<file path="config.mk">
export PLATFORM = sky130hd
export DESIGN_NAME = instr_decoder
export DESIGN_NICKNAME = d
export VERILOG_FILES = /design/src/rtl/instr_decoder.sv
export SDC_FILE = /design/constraint.sdc
export NUM_CORES = 1
export LEC_CHECK = 0
export ABC_CLOCK_PERIOD_IN_PS = 2300
export CAP_MARGIN = 10
export CORE_MARGIN = 2
export CORE_UTILIZATION = 31
export DETAILED_ROUTE_END_ITERATION = 7
export GPL_TIMING_DRIVEN = 0
export PLACE_DENSITY = 0.85
export SLEW_MARGIN = 20
export SYNTH_ARGS = -nofsm -noshare
export SYNTH_HDL_FRONTEND = slang
export SYNTH_SLANG_ARGS = --single-unit
</file>
<file path="constraint.sdc">
create_clock -name vclk -period 2.3
set_input_delay 0.23 -clock vclk [all_inputs]
set_output_delay 0.23 -clock vclk [all_outputs]
set_load 0.02 [all_outputs]
</file>
<file path="src/rtl/instr_decoder.sv">
module instr_decoder (
  input  logic [31:0] instr,
  output logic [3:0]  alu_op,
  output logic        src_imm,
  output logic        imm_signed,
  output logic        shamt_var,
  output logic [1:0]  cmov,
  output logic        reg_wr,
  output logic [4:0]  dest,
  output logic        inert
);

  localparam logic [3:0] A_ADD = 4'd0,  A_SUB = 4'd1,  A_AND = 4'd2,  A_OR  = 4'd3,
                         A_XOR = 4'd4,  A_NOR = 4'd5,  A_SLT = 4'd6,  A_SLTU = 4'd7,
                         A_SLL = 4'd8,  A_SRL = 4'd9,  A_SRA = 4'd10, A_LUI = 4'd11,
                         A_PASS = 4'd12;

  localparam logic [5:0] OP_SPEC = 6'b000000, OP_RIMM = 6'b000001,
                         OP_J    = 6'b000010, OP_JAL  = 6'b000011,
                         OP_BEQ  = 6'b000100, OP_BNE  = 6'b000101,
                         OP_BLEZ = 6'b000110, OP_BGTZ = 6'b000111,
                         OP_ADDI = 6'b001001, OP_SLTI = 6'b001010,
                         OP_SLTIU = 6'b001011, OP_ANDI = 6'b001100,
                         OP_ORI  = 6'b001101, OP_XORI = 6'b001110,
                         OP_LUI  = 6'b001111, OP_LB   = 6'b100000,
                         OP_LW   = 6'b100011, OP_LBU  = 6'b100100,
                         OP_SB   = 6'b101000, OP_SW   = 6'b101011;

  localparam logic [5:0] FN_SLL  = 6'b000000, FN_SRL  = 6'b000010,
                         FN_SRA  = 6'b000011, FN_SLLV = 6'b000100,
                         FN_SRLV = 6'b000110, FN_SRAV = 6'b000111,
                         FN_JR   = 6'b001000, FN_JALR = 6'b001001,
                         FN_MOVZ = 6'b001010, FN_MOVN = 6'b001011,
                         FN_ADDU = 6'b100001, FN_SUBU = 6'b100011,
                         FN_AND  = 6'b100100, FN_OR   = 6'b100101,
                         FN_XOR  = 6'b100110, FN_NOR  = 6'b100111,
                         FN_SLT  = 6'b101010, FN_SLTU = 6'b101011;

  localparam logic [4:0] RT_LTZ = 5'b00000, RT_GEZ = 5'b00001;

  wire [5:0] opc = instr[31:26];
  wire [5:0] fn  = instr[5:0];
  wire [4:0] rt  = instr[20:16];
  wire [4:0] rd  = instr[15:11];

  logic wants_wr, use_rd;

  always_comb begin
    alu_op     = A_ADD;
    src_imm    = 1'b0;
    imm_signed = 1'b0;
    shamt_var  = 1'b0;
    cmov       = 2'b00;
    wants_wr   = 1'b0;
    use_rd     = 1'b0;
    inert      = 1'b0;
    unique case (opc)
      OP_SPEC: begin
        use_rd   = 1'b1;
        wants_wr = 1'b1;
        case (fn)
          FN_SLL:  alu_op = A_SLL;
          FN_SRL:  alu_op = A_SRL;
          FN_SRA:  alu_op = A_SRA;
          FN_SLLV: begin alu_op = A_SLL; shamt_var = 1'b1; end
          FN_SRLV: begin alu_op = A_SRL; shamt_var = 1'b1; end
          FN_SRAV: begin alu_op = A_SRA; shamt_var = 1'b1; end
          FN_MOVZ: begin alu_op = A_PASS; cmov = 2'b01; end
          FN_MOVN: begin alu_op = A_PASS; cmov = 2'b10; end
          FN_ADDU: alu_op = A_ADD;
          FN_SUBU: alu_op = A_SUB;
          FN_AND:  alu_op = A_AND;
          FN_OR:   alu_op = A_OR;
          FN_XOR:  alu_op = A_XOR;
          FN_NOR:  alu_op = A_NOR;
          FN_SLT:  alu_op = A_SLT;
          FN_SLTU: alu_op = A_SLTU;
          FN_JR, FN_JALR: begin
            wants_wr = 1'b0;
            inert    = 1'b1;
          end
          default: wants_wr = 1'b0;
        endcase
      end
      OP_RIMM:
        inert = (rt == RT_LTZ) || (rt == RT_GEZ);
      OP_ADDI:  begin src_imm = 1'b1; imm_signed = 1'b1; wants_wr = 1'b1; alu_op = A_ADD;  end
      OP_SLTI:  begin src_imm = 1'b1; imm_signed = 1'b1; wants_wr = 1'b1; alu_op = A_SLT;  end
      OP_SLTIU: begin src_imm = 1'b1; imm_signed = 1'b1; wants_wr = 1'b1; alu_op = A_SLTU; end
      OP_ANDI:  begin src_imm = 1'b1; wants_wr = 1'b1; alu_op = A_AND; end
      OP_ORI:   begin src_imm = 1'b1; wants_wr = 1'b1; alu_op = A_OR;  end
      OP_XORI:  begin src_imm = 1'b1; wants_wr = 1'b1; alu_op = A_XOR; end
      OP_LUI:   begin src_imm = 1'b1; wants_wr = 1'b1; alu_op = A_LUI; end
      OP_J, OP_JAL, OP_BEQ, OP_BNE, OP_BLEZ, OP_BGTZ,
      OP_LB, OP_LW, OP_LBU, OP_SB, OP_SW:
        inert = 1'b1;
      default: ;
    endcase
  end

  wire [4:0] target = use_rd ? rd : rt;

  assign reg_wr = wants_wr && (target != 5'd0);
  assign dest   = wants_wr ? target : 5'd0;

endmodule

</file>
# ---- Word-level counts from Yosys, hierarchy flattened
# Index checks and enable logic that the tools add are counted.
dict set report word_totals {
  mem_bits_ro 0
  reg_bits 0
  ramBits 0
  input_bits 32
  wordCells 68
  out_inout_bits 16
  latchBits 0
  n_memories 0
}
dict set report op_classes {
  eq_ne 37
  bitwise 0
  order_cmp 0
  n_mux 15
  n_addsub 0
  reduce_logical 16
  shift 0
  multipliers 0
  div 0
}
# op n
set op_table {}
lappend op_table {{equality test 6 bit (second input constant)} 13}
lappend op_table {{equality test 6 x 4 -> 1 bit (second input constant)} 11}
lappend op_table {{one-hot mux 4 bit (11 select lines)} 1}
lappend op_table {{equality test 6 x 3 -> 1 bit (second input constant)} 7}
lappend op_table {{one-hot mux 4 bit (7 select lines)} 1}
lappend op_table {{equality test 6 x 2 -> 1 bit (second input constant)} 4}
lappend op_table {{OR reduction 16 bit} 1}
lappend op_table {{zero test 6 bit} 2}
lappend op_table {{OR reduction 11 bit} 1}
lappend op_table {{2-to-1 mux 5 bit} 2}
lappend op_table {{OR reduction 2 bit} 5}
lappend op_table {{2-to-1 mux 1 bit} 7}
lappend op_table {{OR reduction 7 bit} 1}
lappend op_table {{equality test 6 x 1 -> 1 bit (second input constant)} 1}
lappend op_table {{OR reduction 3 bit} 2}
lappend op_table {{equality test 5 x 1 -> 1 bit (second input constant)} 1}
lappend op_table {{zero test 5 bit} 1}
lappend op_table {{nonzero test 5 bit} 1}
lappend op_table {{one-hot mux 2 bit (2 select lines)} 1}
lappend op_table {{one-hot mux 1 bit (3 select lines)} 1}
lappend op_table {{2-to-1 mux 2 bit} 1}
lappend op_table {{one-hot mux 1 bit (2 select lines)} 1}
lappend op_table {{logical AND 1 bit} 1}
lappend op_table {{logical OR 1 bit} 1}

# ---- Logic depth before layout (Yosys ltp)
dict set report logic_depth {
  word_depth 5
  ltp_mapped 5
}

# ---- Worst setup path after synthesis
# Ideal clock, no wire load.
dict set report synth_timing {
  kind {input-to-output}
  start {in instr[26]}
  end {out alu_op[2]}
  t_required_ps 2070
  n_path_buf 1
  path_stages 4
  t_arrival_ps 1926
  slack_ps 144
  cell_sequence {buf_2 > or3_4 > or4b_4 > o32ai_1}
}
dict set report synth_via {
  elab_chain_len 2
  word_cells_on_any_way 8
}
# item line
set synth_lines {}
lappend synth_lines {{from (decl)} 2} ;# input logic [31:0] instr,
lappend synth_lines {{equality test 6 x 4 -> 1 bit / zero test 6 bit (equally long branches)} 57} ;# unique case (opc)
lappend synth_lines {{one-hot mux 4 bit (7 select lines) *} 57}
lappend synth_lines {{to (decl)} 3} ;# output logic [3:0] alu_op,
# Mark *: on every way between the ends. The rest lies on a longest branch, timed or not.

# ---- Final worst setup path
dict set report layout_timing {
  start {in instr[29]}
  end {out alu_op[3]}
}
# The elaborated chain is that of the path after synthesis.

==> results.cfg <==
[floorplanning]
die-height_um = 43.32
design.die.area_mm2 = 0.001876
start_util_pct = 32.57
fp-row-count = 14
core_area_mm2 = 0.001471
io_pins = 48
die_w_um = 43.32

[power_and_ir_drop]
max-vdd-ir-drop_mv = 0.08026
p_per_area_mw_per_mm2 = 145.4
sequentialPowerShare_pct = 0
power.share.clock_pct = 0
p_leak_nw = 0.3545
p_sw_share_pct = 52.08
power.switching_mw = 0.06482
power_frac_comb_pct = 100.0
internal_power_mw = 0.05964

[worst_setup_path]
cp_data_required_time_ns = 2.07
start_kind = input pin
cp_num_buf_inv = 2
max_stage_delay_ns = 0.59
crit_fanout = 5
slowest_stage = or4b_4
endpoint_kind = primary output
critical_path.cell_chain = dlygate4sd2_1, or3_4, or4b_4, o32ai_1, buf_2
cp_top_family = simple AND/OR/NAND/NOR gates
path_depth = 5
crit_type = input pin to primary output
crit_arrival_ns = 1.99

[sta]
setup-violations-final = 0
worstMarginPinSlew_ns = 0.3761
fmaxAchievable_mhz = 450.4
relSlewSlack_pct = 74.28
rsz0062_at_grt = false
slew_viol_final = 0
hold_viol = 0
fin_crit_sh_pct = 96.53
finalWorstSetupSlack_ns = 0.07973
fin_crit_ns = 2.220

[layout]
layout-drive-gt1-share_pct = 16.52
final_cell_area_um2 = 855.8
diodes = 0
nClkBuffers = 0
final_core_util_pct = 58.16
multiInputGateArea_um2 = 469.2
nFillCells = 147
nNetsFinal = 149
design.seq.count = 0
syn2layout_area_growth_pct = 78.59
seq_area_um2 = 0

[logic_synthesis]
syn_area_per_cell_um2 = 5.990
synth.distinct_cells = 34
synthesis.nets = 112
yosysWarnings = 0
syn_area_um2 = 479.2
synthesis.instances = 80
synth-seq-area-share_pct = 0

[detailed_routing]
via_count = 733
first_iter_violations = 20
ant_nets = 0
dr.pass1.iters = 4
routed_wirelength_um = 1729
routed_via_density = 5.595
wl_per_cell_um = 13.20
drcViolationCount = 0

[global_route]
grt-ovfl-total = 0
track_usage_pct = 18.97
grt_pass1_vias = 676
antenna_found_initial = 0
grt_pass1_wl_um = 2863
grt_max_degree = 11

[min_path]
hp-class = input pin to primary output
holdPathStages = 4

[placement]
portBuffers = 33
placed_area_um2 = 829.5
place.gp.congestion = 0.8008
dpl.hpwl_um = 1287
post-place-ws_ns = -0.5266

[clock_network]
hold_buffers = 0

[outcome]
status = complete, no violations

[job]
max-cap-violations = 0
worst paths after layout:
path                  startpoint        end  slack (ns)
worst max-delay path   instr[29]  alu_op[3]        0.08
worst min-delay path   instr[26]  alu_op[3]        0.90
stage by stage:
stage | total power [mW] | hold WS [ns] | TNS (ns) | instances
2_1_floorplan | 0.06005 | 0.5398 | 0 | 80
3_3_place_gp | 0.1158 | 1.242 | -5.412 | 129
3_5_place_dp | 0.1179 | 1.256 | -5.552 | 129
4_1_cts | 0.1202 | 0.9013 | 0 | 131
5_1_grt | 0.1348 | 0.9262 | 0 | 131
6_report | 0.1245 | 0.8954 | 0 | 131
Yosys cell counts (2+ instances only):
| cell type | count | area share [%] |
|---|---|---|
| a22oi_1 | 6 | 9.4 |
| a22o_1 | 2 | 3.7 |
| a21oi_1 | 3 | 3.1 |
| nor2_1 | 15 | 12 |
| o21ai_0 | 6 | 6.3 |
| inv_1 | 4 | 3.1 |
| nor3_1 | 2 | 2.1 |
| o32ai_1 | 2 | 3.7 |
| nand3_1 | 2 | 2.1 |
| nand2_1 | 5 | 3.9 |
| nor2b_1 | 6 | 7.8 |
| clkbuf_1 | 5 | 3.9 |
cells by family (layout without fill, tap and decap cells):
kind of cell              after synthesis  after routing  synth area share (%)
and+or+nand+nor                        40             40                 45.44
xor gates and xnor gates                1              1                 1.828
buffers and inverters                  11             46                 10.44
muxes                                   1              1                 2.089
AOI/OAI and AO/OA                      27             27                 40.21
power groups by stage:
stage,Sequential [mW],Clock (mW),Combinational (mW)
after floorplan,0,0,0.0601
after global placement,0,0,0.116
after detailed placement,0,0,0.118
after CTS,0,0,0.120
after global routing,0,0,0.135
final,0,0,0.124
cells in the final DEF, fill, tap and decap left out, drive strengths merged, types with 2 or more instances in the layout:
cell type | Yosys | routed
clkdlybuf4s50 | 0 | 17
nor2 | 15 | 15
dlygate4sd2 | 0 | 9
buf | 2 | 8
o21ai | 6 | 6
nor2b | 6 | 6
a22oi | 6 | 6
clkbuf | 5 | 6
nand2 | 5 | 5
inv | 4 | 4
a21oi | 4 | 4
nand3 | 2 | 2
o32ai | 2 | 2
a22o | 2 | 2
nor3 | 2 | 2
or3 | 2 | 2
nor4 | 2 | 2
per-layer routing:
layer,global-route usage (%),vias up,share of wire (%)
met5,0,-,0
met4,3.636,0,0.93
met3,0.4255,2,4.5
met2,33.43,26,48
met1,25.82,336,46
li1,-,369,-
final cells by class:
type                            instances  share of cell area (%)
Multi-Input combinational cell         69                   54.82
Timing Repair Buffer                   36                   37.28
Buffer                                  6                   3.801
Tap cell                               16                   2.339
Inverter                                4                   1.754
repair_timing:
item | CTS | global route
pin swaps | 2 | 2
buffers inserted | 3 | 0
endpoints found under the setup margin | 15 | 10
endpoints found under the hold margin | 0 | 0
resized for setup | 30 | 10
gates cloned | 0 | 0
Note: power is estimated with default switching activity, not from simulation.
